===== src/rtl/eagen_pkg.sv =====
package eagen_pkg;

    parameter int unsigned AW = 32;
    parameter int unsigned DW = 8;

    typedef enum logic [2:0] {
        M_GBR_IDX  = 3'd0,
        M_PC_WORD  = 3'd1,
        M_PC_LONG  = 3'd2,
        M_PC_BRA   = 3'd3,
        M_TBR_DBL  = 3'd4
    } ea_mode_e;

    typedef struct packed {
        logic [AW-1:0] addr;
        logic          legal;
        logic          indirect;
    } ea_calc_t;

    typedef enum logic {
        ST_IDLE = 1'b0,
        ST_WAIT = 1'b1
    } ea_state_e;

    function automatic logic [AW-1:0] zext(input logic [DW-1:0] d);
        return {{(AW-DW){1'b0}}, d};
    endfunction

    function automatic logic [AW-1:0] sext(input logic [DW-1:0] d);
        return {{(AW-DW){d[DW-1]}}, d};
    endfunction

endpackage


===== src/rtl/ea_calc.sv =====
module ea_calc
    import eagen_pkg::*;
(
    input  logic [2:0]    mode,
    input  logic [AW-1:0] r0,
    input  logic [AW-1:0] gbr,
    input  logic [AW-1:0] tbr,
    input  logic [AW-1:0] pc,
    input  logic [DW-1:0] disp,
    output ea_calc_t      res
);
    localparam logic [AW-1:0] LONG_MASK = ~{{(AW-2){1'b0}}, 2'b11};

    logic [AW-1:0] dz;
    logic [AW-1:0] ds;

    always_comb begin
        dz = zext(disp);
        ds = sext(disp);
        res.addr     = '0;
        res.legal    = 1'b1;
        res.indirect = 1'b0;
        case (mode)
            M_GBR_IDX: res.addr = gbr + r0;
            M_PC_WORD: res.addr = pc + (dz << 1);
            M_PC_LONG: res.addr = (pc & LONG_MASK) + (dz << 2);
            M_PC_BRA:  res.addr = pc + (ds << 1);
            M_TBR_DBL: begin
                res.addr     = tbr + (dz << 2);
                res.indirect = 1'b1;
            end
            default:   res.legal = 1'b0;
        endcase
    end
endmodule


===== src/rtl/ea_ctrl.sv =====
module ea_ctrl
    import eagen_pkg::*;
(
    input  logic          clk,
    input  logic          rst,
    input  logic          start,
    input  ea_calc_t      res,
    input  logic [AW-1:0] mem_rdata,
    input  logic          mem_valid,
    output logic          done,
    output logic          err,
    output logic          busy,
    output logic [AW-1:0] ea_out,
    output logic          mem_req,
    output logic [AW-1:0] mem_addr
);
    ea_state_e state;

    assign busy = (state == ST_WAIT);

    always_ff @(posedge clk) begin
        if (rst) begin
            state    <= ST_IDLE;
            done     <= 1'b0;
            err      <= 1'b0;
            mem_req  <= 1'b0;
            mem_addr <= '0;
            ea_out   <= '0;
        end else begin
            done    <= 1'b0;
            err     <= 1'b0;
            mem_req <= 1'b0;
            case (state)
                ST_IDLE: begin
                    if (start) begin
                        if (!res.legal) begin
                            done   <= 1'b1;
                            err    <= 1'b1;
                            ea_out <= '0;
                        end else if (res.indirect) begin
                            state    <= ST_WAIT;
                            mem_req  <= 1'b1;
                            mem_addr <= res.addr;
                        end else begin
                            done   <= 1'b1;
                            ea_out <= res.addr;
                        end
                    end
                end
                ST_WAIT: begin
                    if (mem_valid) begin
                        ea_out <= mem_rdata;
                        done   <= 1'b1;
                        state  <= ST_IDLE;
                    end
                end
                default: state <= ST_IDLE;
            endcase
        end
    end

    // request only while the table read is in flight
    a_r6_req_in_busy: assert property (@(posedge clk) disable iff (rst)
        mem_req |-> busy);

    // request lasts one cycle
    a_r6_req_pulse: assert property (@(posedge clk) disable iff (rst)
        mem_req |=> !mem_req);

    // completion follows returned data
    a_r6_done_after_valid: assert property (@(posedge clk) disable iff (rst)
        (busy && mem_valid) |=> (done && !busy));

    // waiting state ignores start and holds without completing
    a_r8_wait_holds: assert property (@(posedge clk) disable iff (rst)
        (busy && !mem_valid) |=> (busy && !done && $stable(ea_out)));

    // error only alongside completion
    a_r7_err_with_done: assert property (@(posedge clk) disable iff (rst)
        err |-> done);

    // stray data while idle changes nothing
    a_r9_idle_valid_ignored: assert property (@(posedge clk) disable iff (rst)
        (!busy && !start && mem_valid) |=> (!done && $stable(ea_out)));
endmodule


===== src/rtl/eagen_top.sv =====
module eagen_top
    import eagen_pkg::*;
(
    input  logic          clk,
    input  logic          rst,
    input  logic          start,
    input  logic [2:0]    mode,
    input  logic [AW-1:0] r0,
    input  logic [AW-1:0] gbr,
    input  logic [AW-1:0] tbr,
    input  logic [AW-1:0] pc,
    input  logic [DW-1:0] disp,
    output logic          done,
    output logic          err,
    output logic          busy,
    output logic [AW-1:0] ea_out,
    output logic          mem_req,
    output logic [AW-1:0] mem_addr,
    input  logic [AW-1:0] mem_rdata,
    input  logic          mem_valid
);
    ea_calc_t calc_res;

    ea_calc u_calc (
        .mode (mode),
        .r0   (r0),
        .gbr  (gbr),
        .tbr  (tbr),
        .pc   (pc),
        .disp (disp),
        .res  (calc_res)
    );

    ea_ctrl u_ctrl (
        .clk       (clk),
        .rst       (rst),
        .start     (start),
        .res       (calc_res),
        .mem_rdata (mem_rdata),
        .mem_valid (mem_valid),
        .done      (done),
        .err       (err),
        .busy      (busy),
        .ea_out    (ea_out),
        .mem_req   (mem_req),
        .mem_addr  (mem_addr)
    );

    // completion is a single-cycle pulse unless a new request is accepted
    a_r10_done_pulse: assert property (@(posedge clk) disable iff (rst)
        (done && !start) |=> !done);
endmodule


===== config.mk =====
export PLATFORM = sky130hd
export DESIGN_NAME = eagen_top
export DESIGN_NICKNAME = d
export VERILOG_FILES = /design/src/rtl/eagen_pkg.sv /design/src/rtl/ea_calc.sv /design/src/rtl/ea_ctrl.sv /design/src/rtl/eagen_top.sv
export SDC_FILE = /design/constraint.sdc
export NUM_CORES = 1
export LEC_CHECK = 0
export BUFFER_PORTS_ARGS = -buffer_cell sky130_fd_sc_hd__clkbuf_2
export CAP_MARGIN = 10
export CELL_PAD_IN_SITES_DETAIL_PLACEMENT = 1
export CELL_PAD_IN_SITES_GLOBAL_PLACEMENT = 1
export CORE_UTILIZATION = 41
export CTS_BUF_LIST = sky130_fd_sc_hd__clkbuf_8
export CTS_CLUSTER_SIZE = 8
export DETAILED_ROUTE_END_ITERATION = 8
export GPL_ROUTABILITY_DRIVEN = 0
export PLACE_DENSITY_LB_ADDON = 0.1
export SLEW_MARGIN = 20
export SYNTH_ARGS = -nofsm -noshare
export SYNTH_HDL_FRONTEND = slang
export SYNTH_SLANG_ARGS = --single-unit

===== constraint.sdc =====
create_clock -name clk -period 10.7 [get_ports clk]
set_clock_uncertainty 0.05 [all_clocks]
set_input_delay 3.21 -clock clk [delete_from_list [all_inputs] [get_ports clk]]
set_output_delay 3.21 -clock clk [all_outputs]
set_load 0.03 [all_outputs]

### Word-level counts from Yosys, hierarchy flattened

Index checks and enable logic that the tools add are counted.

* logic and storage cells: 45
* bits of input ports: 175
* register bits after elaboration: 68
* output and inout port bits: 68

* equality and inequality tests: 7
* multiplexer cells: 19
* bitwise gates (word level): 2
* reduce and logical (&&, ||, !) cells: 6
* $add $sub $neg: 5

Operator list (number)
* 32-bit case mux with 5 select lines: 1
* 32-bit 2-to-1 mux: 4
* 32-bit by 10-bit adder with 32-bit output: 2
* 32-bit adder: 2
* 32-bit case mux with 2 select lines: 1
* 32-bit by 9-bit adder with 32-bit output: 1
* 1-bit 2-to-1 mux: 11
* 3-bit by 2-bit == test with 1-bit output, second input constant: 2
* 5-bit OR reduction: 1
* 2-bit inequality test, second input constant: 2
* 1-bit case mux with 2 select lines: 2
* 4-bit AND reduction: 1
* 3-bit by 1-bit == test with 1-bit output, second input constant: 1
* 3-bit == test, second input constant: 1
* 3-bit logical NOT: 1
* 3-bit inequality test, second input constant: 1
* 3-bit AND reduction: 1
* 3-bit OR reduction: 1
* 1-bit NOT: 2
* 2-bit OR reduction: 1

### Depth between registers and ports, before layout

Gate-level depths: netlist (run 1).

* word-level depth: 6
* gate-level depth with buffers: 20
* depth with buffers taken out: 14

### Cells and area by module

From an unflattened synthesis (run 1), not the netlist that was laid out.

* cell total of the unflattened synthesis: 1102
* area total of the unflattened synthesis: 8403.1 sq um

By module, submodules not included
* ea_calc: cells an instance 759, instances 1, area each 5232.5 sq um, sequential area each 0.0 sq um
* ea_ctrl: cells an instance 343, instances 1, area each 3170.5 sq um, sequential area each 1361.3 sq um

### Least setup slack after synthesis (run 1)

No wires, ideal clock.

* path kind: input-to-reg
* start: input mode[0]
* end: register u_ctrl.ea_out[30]
* required time: 10.524 ns
* stages: 20
* setup time: 0.126 ns
* arrival: 6.913 ns
* slack: 3.611 ns
* path buffers: 6
* path through: buf_2 > nor3b_2 > buf_4 > buf_4 > buf_4 > clkbuf_1 > nand2_1 > nand2_1 > ha_1 > inv_1 > fa_1 > nor2b_1 > o2111ai_1 > a31o_2 > clkbuf_1 > nor3_2 > xnor2_1 > a32o_1 > a2111oi_2 > a21oi_1

* word-level cells in the longest chain between the ends: 6
* elaborated cells between the ends (all ways): 15
* classes of those cells: eq/ne (5); mux (7); reduce/logical (3)

Ends and longest elaborated chain
* start, declared: RTL line eagen_top.sv:7 `input logic [2:0] mode,`
* 3-bit == test (tied with other cells): RTL line ea_calc.sv:23 `case (mode)`
* 32-bit case mux with 5 select lines or 5-bit OR reduction (tied branches)
* 32-bit 2-to-1 mux or 1-bit 2-to-1 mux (tied branches): RTL line ea_ctrl.sv:40, ea_calc.sv:23
* 32-bit 2-to-1 mux: RTL line ea_ctrl.sv:36 `if (!res.legal) begin`
* 32-bit 2-to-1 mux: RTL line ea_ctrl.sv:35 `if (start) begin`
* 32-bit case mux with 2 select lines: RTL line ea_ctrl.sv:33 `case (state)`
* end signal, assigned: RTL line ea_ctrl.sv:46 `ea_out <= res.addr;`
* end signal, assigned: RTL line ea_ctrl.sv:52 `ea_out <= mem_rdata;`
* end, declared: RTL line ea_ctrl.sv:13 `output logic [AW-1:0] ea_out,`

Several ways; a longest one is shown, not always the timed one. The select of a mux whose other input is x is not followed.
A chain may end at the register's enable or synchronous reset.

### Worst setup path after layout (run 1)

* start: input mode[2]
* end: register u_ctrl.ea_out[21]

Same word-level chain as after synthesis.

==> results of run 1 <==
[worst max-delay path, cell delays in order]
cell and delay, ns:
clkbuf_2 0.29, or3b_1 0.38, buf_4 0.26, nand2_1 0.12, nand2_1 0.08, ha_1 0.30, a211oi_1 0.31, o211ai_1 0.20
a21oi_2 0.68, nor3_1 0.14, xor2_1 0.18, o32ai_1 0.11, a311oi_1 0.42, a221oi_1 0.16
[layout make-up]
class / count / area share (%)
sequential: 68 / 14.6
clock buffer: 10 / 1.47
multi-input combinational: 928 / 65.4
timing repair buffer: 251 / 13.9
inverter: 17 / 0.683
clock inverter: 5 / 0.831
tap: 234 / 3.14
[state kept, by name, indices dropped and copies added (netlist names)]
name and count:
u_ctrl.err 1, u_ctrl.mem_addr 32, u_ctrl.done 1, u_ctrl.busy 1, u_ctrl.ea_out 32, u_ctrl.mem_req 1
[through the flow]
| stage | utilization [%] | hold slack (ns) | setup slack (ns) | std cells |
|---|---|---|---|---|
| after floorplan | - | 0.521 | 3.61 | 1096 |
| after global placement | 48.6 | 0.392 | 3.54 | 1497 |
| after detailed placement | 48.6 | 0.397 | 3.70 | 1497 |
| after CTS | 49.8 | 0.406 | 4.07 | 1512 |
| after global routing | 49.9 | 0.432 | 3.68 | 1513 |
| final | 49.9 | 0.406 | 3.98 | 1513 |
[final timing paths]
kind | startpoint | to | slack [ns] | cells past startpoint
worst max register to register | u_ctrl.busy$_SDFF_PP0_ | u_ctrl.ea_out[31]$_SDFFE_PP0P_ | 7.14 | 10
worst max-delay path | mode[2] | u_ctrl.ea_out[21]$_SDFFE_PP0P_ | 3.98 | 14
worst min register to register | u_ctrl.ea_out[6]$_SDFFE_PP0P_ | u_ctrl.ea_out[6]$_SDFFE_PP0P_ | 0.41 | 2
worst min-delay path | u_ctrl.ea_out[6]$_SDFFE_PP0P_ | u_ctrl.ea_out[6]$_SDFFE_PP0P_ | 0.41 | 2
[synthesized netlist by cell type (7+ instances only)]
master and instances:
clkbuf_1 63, or3_1 13, o21ai_0 49, nand3_1 38, inv_1 16, nor4_1 15
a22oi_1 10, dfxtp_1 68, o211ai_1 12, nor2b_1 9, xnor2_1 49, a211oi_1 33
a21oi_1 91, a31oi_1 13, nor3_1 39, o22ai_1 15, nor2_1 96, nand2_1 119
buf_2 10, o21ai_1 12, ha_1 48, a21o_1 21, and3_1 7, nand2b_1 19
mux2i_1 26, xor2_1 37, nand4_1 25
[report_power, final]
part / internal (uW) / switching (uW) / total (uW)
Sequential: 267 / 9.73 / 276
Combinational: 147 / 272 / 419
Clock: 136 / 104 / 240
[placed cells by master (no fill, tap or decap), drive strengths merged, types with 5 or more instances in the layout]
cell     count
xor2        37
inv         18
o211ai      12
nor2        96
o31ai        7
or2          6
nand2b      19
clkbuf     252
mux2i       26
o41ai        5
nor3        42
or4          6
xnor2       49
nor4        16
a21oi       91
buf          9
a211o        5
a21o        21
o21a         6
dfxtp       68
a211oi      34
a31oi       13
o21bai       6
ha          48
and4         6
and3         7
a2111oi      5
a221oi       6
a22oi       10
nand4       25
nand2      119
nand3       38
o21ai       61
nor2b        9
or3         13
o22ai       16
[metal layers]
metal,wire length (um),GRT usage (%)
met5,0,0
met1,14900,45.6
met3,2460,5.26
met4,1140,13.0
met2,14600,52.2
[logic make-up (layout without fill, tap and decap cells)]
group / count (synthesis) / in the layout / synth area share [%]
simple gates: 421 / 421 / 26.7
compound gates: 341 / 341 / 28.9
buf+inv: 100 / 283 / 5.28
xor+xnor: 86 / 86 / 9.60
flops: 68 / 68 / 17.3
fa+ha+maj: 51 / 51 / 8.42
mux: 29 / 29 / 3.75
==> metrics.csv, run 1 <==
stage;metric;value;unit
yosys;Synth async-reset ratio;0;%
sta;Tcrit/Tclk final;62.8;%
layout;Multi-input gate area;6110;sq um
clock_network;Num CTS Buffers;9;
grt;number of global-route vias before repair;9226;
floorplan;Placeable Area;18700;sq um
layout;synth-to-layout area growth;19.0;%
clock_network;CTS root buf;clkbuf_8;
clock_network;clk sink count;68;
floorplan;Die Wd;140;um
floorplan;std cell rows;50;
clock_network;clk_lat worst skew;0.36;ns
pwr;Power Total;935;uW
sta;Least-Margin Pin Slew;0.983;ns
worst_setup_path;critical path type;input port to register;
worst_setup_path;crit-path max FO;29;
sta;# setup viols final;0;
pwr;worst vdd ir;0.0000559;V
yosys;Synth cell types;82;
hold_path;Worst Hold Class;register to register;
layout;Register Area;1360;sq um
drt;Initial DRC Count;628;
layout;Nets;1501;
sta;Worst slew margin;34.3;%
worst_setup_path;CP Capture Type;register;
floorplan;Die ar.;19700;sq um
yosys;yosys warns;0;
pwr;Cell Pwr Density;100;nW/um^2
yosys;leading area contributor after synthesis;dfxtp_1;
clock_network;post-CTS sizing;0;
yosys;Top FF cell, synth;dfxtp_1;
pwr;Pleak;0.00397;uW
sta;setup TNS;0;ns
sta;RSZ-0062 raised after global routing;false;
layout;layout filler cell count;2482;
grt;first-pass GRT wire length;51300;um
yosys;post-synth top area share;17.3;%
yosys;Syn Nets;1322;
place;area of placed instances;9090;sq um
clock_network;number of setup buffers added after CTS;0;
floorplan;# IOs;243;
yosys;EDFF count, synth;0;
sta;Tmin final;6.72;ns
clock_network;hold_buf cts;0;
layout;post-route cell area;9340;sq um
clock_network;Clock Pin Slew Worst Setup and Hold Paths;0.07;ns
grt;initial antenna violation count;0;
yosys;Mapped Cells;1096;
grt;remaining global-route overflow;0;
place;Port-buffer cells;242;
drt;vias per cell;6.29;
sta;Final Hold Vio Count;0;
clock_network;Clock Path Buffers;2;
run;number of max-cap violations;0;
floorplan;die height;140;um
worst_setup_path;CP arrival;6.87;ns
yosys;synth top area cells;dfxtp_1 (17%), ha_1 (7.7%), a21oi_1 (5.8%), nand2_1 (5.7%), xnor2_1 (5.5%);
drt;DRT Wirelength;33200;um
yosys;#FFs+latches synth;68;
place;DP Wirelength;26500;um
sta;Slew Limit Fails;0;
drt;DRT antenna net count;0;
yosys;post-synthesis sequential area ratio;17.3;%
yosys;mapped cell area;7850;sq um
drt;vias;9512;
clock_network;TritonCTS clock tree;done;
grt;GRT Util Overall;33.3;%
worst_setup_path;Worst setup SP type;input port;
yosys;Avg Synthesized Cell Area;7.16;sq um
drt;TritonRoute pass-1 iters;6;
drt;Routed WL per cell;21.9;um
run_status;status;complete, no violations;
worst_setup_path;Crit path required time;10.85;ns
clock_network;H-tree Lvls;3;
drt;DR DRC count;0;
sta;Highest Clock Rate;0.149;GHz
layout;share of layout cells above drive strength 1;22.8;%
floorplan;Initial Util;42.0;%
layout;antenna cells;0;
grt;largest net degree at the start of global routing;61;
No activity file was read; power rests on OpenSTA's default activity.
==> inputs of run 2 (changes only) <==
Settings changed: ABC_AREA set to 1, CORE_UTILIZATION 41 to 36.
Clock period 10.7 ns to 6.6 ns, I/O delays scaled along.
==> metrics.csv, run 2 <==
stage;metric;value;unit;change
clock_network;CTS root buf;clkbuf_8;;
worst_setup_path;R2R Path Start;u_ctrl.busy$_SDFF_PP0_;;
floorplan;Initial Util;37.0;%;-5.0 points
worst_setup_path;R2R setup slack;4.26;ns;-2.88 ns
clock_network;Num CTS Buffers;9;;unchanged
grt;remaining global-route overflow;0;;unchanged
yosys;Syn Nets;1778;;+34%
yosys;Avg Synthesized Cell Area;5.63;sq um;-21%
drt;Initial DRC Count;673;;+7.2%
layout;Nets;1993;;+33%
yosys;#FFs+latches synth;68;;unchanged
clock_network;H-tree Lvls;3;;unchanged
worst_setup_path;R2R depth;8;;-2
grt;first-pass GRT wire length;57700;um;+13%
grt;GRT Util Overall;30.4;%;-2.9 points
layout;most frequent cells in the layout;nand2_1 (431), clkbuf_2 (242), nor2_1 (201);;
layout;commonest non-fill, non-tap cell in the layout;nand2_1;;
yosys;post-synthesis sequential area ratio;15.6;%;-1.8 points
yosys;mapped cell area;8740;sq um;+11%
worst_setup_path;CP arrival;5.57;ns;-1.30 ns
pwr;Pleak;0.00546;uW;+37%
worst_setup_path;CP Capture Type;register;;
clock_network;Clock Path Buffers;2;;unchanged
drt;top routing layer in use;met4;;
run;number of max-cap violations;0;;unchanged
pwr;Cell Pwr Density;146;nW/um^2;+46%
grt;largest net degree at the start of global routing;50;;-18%
sta;setup TNS;0;ns;unchanged
yosys;Synth async-reset ratio;0;%;unchanged
clock_network;clk sink count;68;;unchanged
yosys;Mapped Cells;1552;;+42%
hold_path;hold_sp;u_ctrl.ea_out[17]$_SDFFE_PP0P_;;
sta;Highest Clock Rate;0.186;GHz;
sta;# setup viols final;0;;unchanged
drt;vias per cell;5.40;;-14%
place;Port-buffer cells;242;;unchanged
worst_setup_path;critical path type;input port to register;;
sta;Worst slew margin;38.5;%;+4.2 points
yosys;yosys warns;0;;unchanged
worst_setup_path;CP most frequent cell;nand2_1;;
worst_setup_path;slowest stage delay, CP;0.44;ns;-0.24 ns
worst_setup_path;worst r2r dst;u_ctrl.ea_out[12]$_SDFFE_PP0P_;;
drt;WL met2;17800;um;+22%
sta;Least-Margin Pin Slew;0.918;ns;-0.0651 ns
clock_network;TritonCTS clock tree;done;;
worst_setup_path;crit path cell chain;clkbuf_2, nor2_2, nand2_2, inv_2, nand2_1, nand2_1, ha_1, inv_1, fa_1, o21ai_0, nand2_1, nand2_1, inv_1, nor2_4, nand2_1, o21ai_0, nand2_1, nand2_1, nand4_1, nand2_1, a21oi_1;;
drt;Routed WL per cell;18.2;um;-17%
floorplan;Die Wd;158;um;+12%
drt;met1 wire length;16200;um;+8.4%
clock_network;post-CTS sizing;0;;unchanged
layout;Largest regs;u_ctrl.ea_out: 32 flops, u_ctrl.mem_addr: 32 flops;;
yosys;Synth cell types;46;;-44%
sta;Final Hold Vio Count;0;;unchanged
hold_path;Worst Hold End;u_ctrl.ea_out[17]$_SDFFE_PP0P_;;
worst_setup_path;crit-path max FO;24;;-17%
sta;RSZ-0062 raised after global routing;false;;
hold_path;hold depth;2;;unchanged
drt;routed wl met3;2110;um;-14%
layout;synth-to-layout area growth;19.1;%;about the same
yosys;EDFF count, synth;0;;unchanged
yosys;top cells by count, synth;nand2_1 (431), nor2_1 (201), inv_1 (161);;
sta;Slew Limit Fails;0;;unchanged
sta;Tcrit/Tclk final;81.5;%;
floorplan;Die ar.;24900;sq um;+26%
yosys;post-synth top area share;18.5;%;+1.2 points
worst_setup_path;Crit-path slowest cell;inv_2;;
place;post-place setup slack;0.800;ns;-2.90 ns
clock_network;Clock Pin Slew Worst Setup and Hold Paths;0.09;ns;+0.02 ns
drt;vias;11300;;+19%
pwr;worst vdd ir;0.0000952;V;+70%
worst_setup_path;Worst setup SP type;input port;;
drt;DRT Wirelength;38000;um;+15%
yosys;leading area contributor after synthesis;nand2_1;;
floorplan;std cell rows;56;;+12%
place;DP Wirelength;31800;um;+20%
drt;DRT antenna net count;0;;unchanged
layout;layout filler cell count;3412;;+37%
run_status;status;complete, no violations;;
clock_network;hold_buf cts;0;;unchanged
clock_network;number of setup buffers added after CTS;0;;unchanged
sta;Final WS setup;1.22;ns;-2.76 ns
sta;Tmin final;5.38;ns;
floorplan;Placeable Area;23600;sq um;+26%
drt;DR DRC count;0;;unchanged
worst_setup_path;Crit path required time;6.78;ns;-4.07 ns
clock_network;clk_lat worst skew;0.36;ns;about the same
grt;number of global-route vias before repair;10900;;+19%
yosys;Top FF cell, synth;dfxtp_1;;
yosys;synth top area cells;nand2_1 (19%), dfxtp_1 (16%), nor2_1 (8.6%), nand3_1 (7.9%), a21oi_1 (7.2%);;
drt;TritonRoute pass-1 iters;5;;-1
yosys;most common cell in the netlist;nand2_1;;
floorplan;# IOs;243;;unchanged
floorplan;die height;158;um;+12%
layout;share of layout cells above drive strength 1;20.4;%;-2.5 points
hold_path;Worst Hold Class;register to register;;
grt;initial antenna violation count;1;;+1
[run 2: layout make-up]
| cell class | count | area, sq um | share of cell area, % |
|---|---|---|---|
| multi-input cells | 1260 | 6500 | 62.5 |
| flip-flops and latches | 68 | 1360 | 13.1 |
| repair buffers | 249 | 1260 | 12.1 |
| inverters | 179 | 672 | 6.46 |
| well taps | 319 | 399 | 3.84 |
| clock buffers | 9 | 124 | 1.19 |
| clock inverters | 7 | 81.3 | 0.782 |
| diodes | 1 | 2.50 | 0.0241 |
[run 2: power by group]
group	total [uW]	leakage, uW	switching [uW]	internal, uW
clock	375	0.000101	195	181
combinational	699	0.00480	479	220
sequential	448	0.000555	14.3	433
total	1520	0.00546	688	835
[run 2: worst max-delay path by stage]
stage	from	end	slack, ns	cells past startpoint
finish	mode[1]	u_ctrl.ea_out[24]$_SDFFE_PP0P_	1.22	21
global route	mode[1]	u_ctrl.ea_out[16]$_SDFFE_PP0P_	0.72	20
CTS	mode[1]	u_ctrl.ea_out[24]$_SDFFE_PP0P_	1.19	21
detailed placement	mode[1]	u_ctrl.ea_out[24]$_SDFFE_PP0P_	0.80	21
global placement	mode[1]	u_ctrl.ea_out[24]$_SDFFE_PP0P_	0.95	21
floorplan	mode[1]	u_ctrl.mem_addr[24]$_SDFFE_PP0P_	1.72	22
[run 2: cell families (layout without fill, tap and decap cells)]
logic type                 after synthesis  in the layout  share of synthesized area, %
and+or+nand+nor                        894            894                          45.3
AOI/OAI and AO/OA                      305            305                          20.3
buffers and inverters                  224            444                          10.2
DFF                                     68             68                          15.6
adders and majority gates               51             51                          7.56
xor gates and xnor gates                10             10                          1.00
other                                    0              1                             0
[run 2: through the flow]
step | total power [uW] | hold WS (ns) | util [%] | area, sq um | instances
floorplan | 903 | 0.545 | - | 8740 | 1552
global placement | 1140 | 0.406 | 43.2 | 10200 | 2075
detailed placement | 1150 | 0.412 | 43.2 | 10200 | 2075
CTS | 1520 | 0.424 | 44.0 | 10400 | 2091
global route | 1620 | 0.437 | 44.1 | 10400 | 2092
finish | 1520 | 0.423 | 44.1 | 10400 | 2092
[run 2: worst max-delay path: cells and delay by family]
kind | cells | cell delay [ns]
buf+inv | 4 | 0.76
fa+ha+maj | 2 | 0.55
simple gates | 12 | 1.62
compound gates | 3 | 0.63
[run 2: routing by layer]
metal / vias to the layer above / track usage (%)
li1: 5569 / -
met1: 5306 / 37.1
met2: 345 / 52.5
met3: 78 / 3.70
met4: 0 / 15.0
met5: - / 0
==> inputs of run 3 (changes only) <==
Settings changed: ABC_AREA 1 to 0, CORE_UTILIZATION 36 to 34.
Clock period 6.6 ns to 4.5 ns, I/O delays scaled along.
==> metrics.csv, run 3 (synthesized netlist as in run 1, its figures left out) <==
stage;metric;value;unit;change
run_status;status;complete, no violations;;
worst_setup_path;Worst setup SP type;input port;;
pwr;sw frac;42.1;%;-3.1 points
drt;TritonRoute pass-1 iters;4;;-1
worst_setup_path;R2R Path Start;u_ctrl.busy$_SDFF_PP0_;;
worst_setup_path;crit-path max FO;14;;-42%
run;number of max-cap violations;0;;unchanged
grt;largest net degree at the start of global routing;49;;-2.0%
sta;Least-Margin Pin Slew;1.02;ns;+0.104 ns
worst_setup_path;CP arrival;4.38;ns;-1.19 ns
sta;Final Hold Vio Count;0;;unchanged
layout;Register Area;1360;sq um;unchanged
drt;Routed WL per cell;21.2;um;+17%
clock_network;Clock Path Buffers;2;;unchanged
layout;post-route cell area;9690;sq um;-6.8%
sta;Slew Limit Fails;0;;unchanged
layout;layout filler cell count;2985;;-13%
floorplan;Initial Util;34.7;%;-2.3 points
floorplan;die height;154;um;-2.4%
sta;# setup viols final;0;;unchanged
pwr;worst vdd ir;0.000108;V;+13%
pwr;Seq pwr share;30.5;%;+1.1 points
clock_network;CTS root buf;clkbuf_8;;
drt;DRT Wirelength;33900;um;-11%
worst_setup_path;critical path type;input port to register;;
layout;Largest regs;u_ctrl.ea_out: 32 flops, u_ctrl.mem_addr: 32 flops;;
layout;synth-to-layout area growth;23.5;%;
sta;Highest Clock Rate;0.239;GHz;
worst_setup_path;delay-heaviest family, CP;compound AO/OA/AOI/OAI gates;;
sta;final hold slack;0.406;ns;-0.0171 ns
drt;Initial DRC Count;566;;-16%
grt;remaining global-route overflow;0;;unchanged
layout;antenna cells;0;;-1
worst_setup_path;Buf+Inv Stages, Crit Path;4;;unchanged
sta;Tcrit/Tclk final;92.8;%;
clock_network;Num CTS Buffers;9;;unchanged
place;area of placed instances;9510;sq um;-6.7%
layout;commonest non-fill, non-tap cell in the layout;clkbuf_2;;
hold_path;hold_sp;u_ctrl.mem_addr[25]$_SDFFE_PP0P_;;
pwr;Pleak;0.00416;uW;-24%
floorplan;Die Wd;154;um;-2.4%
sta;Worst slew margin;31.8;%;-6.8 points
clock_network;H-tree Lvls;3;;unchanged
layout;most frequent cells in the layout;clkbuf_2 (242), nand2_1 (119), nor2_1 (93);;
drt;DRT antenna net count;0;;unchanged
sta;Tmin final;4.18;ns;
place;DP Wirelength;27900;um;-12%
floorplan;Placeable Area;22600;sq um;-4.1%
layout;Nets;1538;;-23%
clock_network;post-CTS sizing;0;;unchanged
pwr;Clk network pwr share;21.6;%;-3.1 points
floorplan;Die ar.;23700;sq um;-4.8%
grt;first-pass GRT wire length;52700;um;-8.8%
layout;share of layout cells above drive strength 1;25.7;%;+5.4 points
layout;Multi-input gate area;6160;sq um;-5.2%
sta;RSZ-0062 raised after global routing;false;;
clock_network;clk_lat worst skew;0.34;ns;-0.02 ns
worst_setup_path;slowest stage delay, CP;0.49;ns;+0.05 ns
hold_path;Worst Hold Class;register to register;;
pwr;Internal;1250;uW;+50%
grt;GRT Util Overall;28.4;%;-2.0 points
clock_network;number of setup buffers added after CTS;0;;unchanged
drt;vias;9328;;-17%
pwr;sw power;912;uW;+33%
drt;vias per cell;5.82;;+7.8%
pwr;Combinational Power Share;47.9;%;+2.0 points
floorplan;std cell rows;55;;-1.8%
grt;number of global-route vias before repair;8936;;-18%
place;Port-buffer cells;242;;unchanged
worst_setup_path;crit path cell chain;clkbuf_2, or3b_1, buf_4, nand2_1, nand2_1, ha_1, o21a_1, o21a_1, a21oi_2, buf_12, nor2_1, a2111oi_0, a221oi_1, buf_4, a211oi_1;;
worst_setup_path;start point of the critical path;mode[1];;
clock_network;clk sink count;68;;unchanged
pwr;Power Total;2170;uW;+42%
worst_setup_path;CP Capture Type;register;;
drt;DR DRC count;0;;unchanged
floorplan;# IOs;243;;unchanged
worst_setup_path;Crit-path slowest cell;or3b_1;;
clock_network;hold_buf cts;0;;unchanged
worst_setup_path;Crit path required time;4.70;ns;-2.08 ns
grt;initial antenna violation count;0;;-1
clock_network;Clock Pin Slew Worst Setup and Hold Paths;0.07;ns;-0.02 ns
pwr;Cell Pwr Density;223;nW/um^2;+53%
clock_network;TritonCTS clock tree;done;;
==> run 3: stage by stage <==
step / utilization (%) / std cells / worst slack (ns) / setup TNS, ns
final: 42.8 / 1602 / 0.323 / 0
after global routing: 42.8 / 1602 / 0.0662 / 0
after CTS: 42.8 / 1602 / 0.336 / 0
after detailed placement: 42.0 / 1586 / -0.0101 / -0.0114
after global placement: 42.0 / 1586 / 0.107 / 0
after floorplan: - / 1096 / -0.209 / -2.45
==> run 3: final timing paths <==
check / cells past startpoint / slack, ns / end
setup reg to reg: 8 / 1.52 / u_ctrl.ea_out[31]$_SDFFE_PP0P_
hold / removal: 2 / 0.41 / u_ctrl.mem_addr[25]$_SDFFE_PP0P_
setup / recovery: 15 / 0.32 / u_ctrl.mem_addr[15]$_SDFFE_PP0P_
hold reg to reg: 2 / 0.41 / u_ctrl.mem_addr[25]$_SDFFE_PP0P_
==> run 3: final cells by class <==
type                    count  area share, %
flip-flops and latches     68           14.0
repair buffers            288           16.2
clock inverters             4          0.168
inverters                  17          0.658
multi-input cells         928           63.6
well taps                 285           3.68
clock buffers              12           1.70
==> run 3: metal layers <==
metal | global-route usage (%) | wire [um]
met1 | 41.9 | 16900
met3 | 2.28 | 1530
met5 | 0 | 0
met4 | 5.95 | 504
met2 | 44.5 | 15000
==> run 3: worst register-to-register path: cells and delay by family, from the launching register on <==
family / cells / cell delay [ns]
buf+inv: 1 / 0.14
compound gates: 3 / 1.00
simple gates: 4 / 0.68
flops: 1 / 0.99
==> run 3: power by group through the flow <==
stage	sequential [uW]	combinational [uW]	clock [uW]
floorplan	727	588	0
global placement	674	1020	0
detailed placement	675	1030	0
CTS	661	1030	473
global route	664	1120	500
finish	661	1040	468
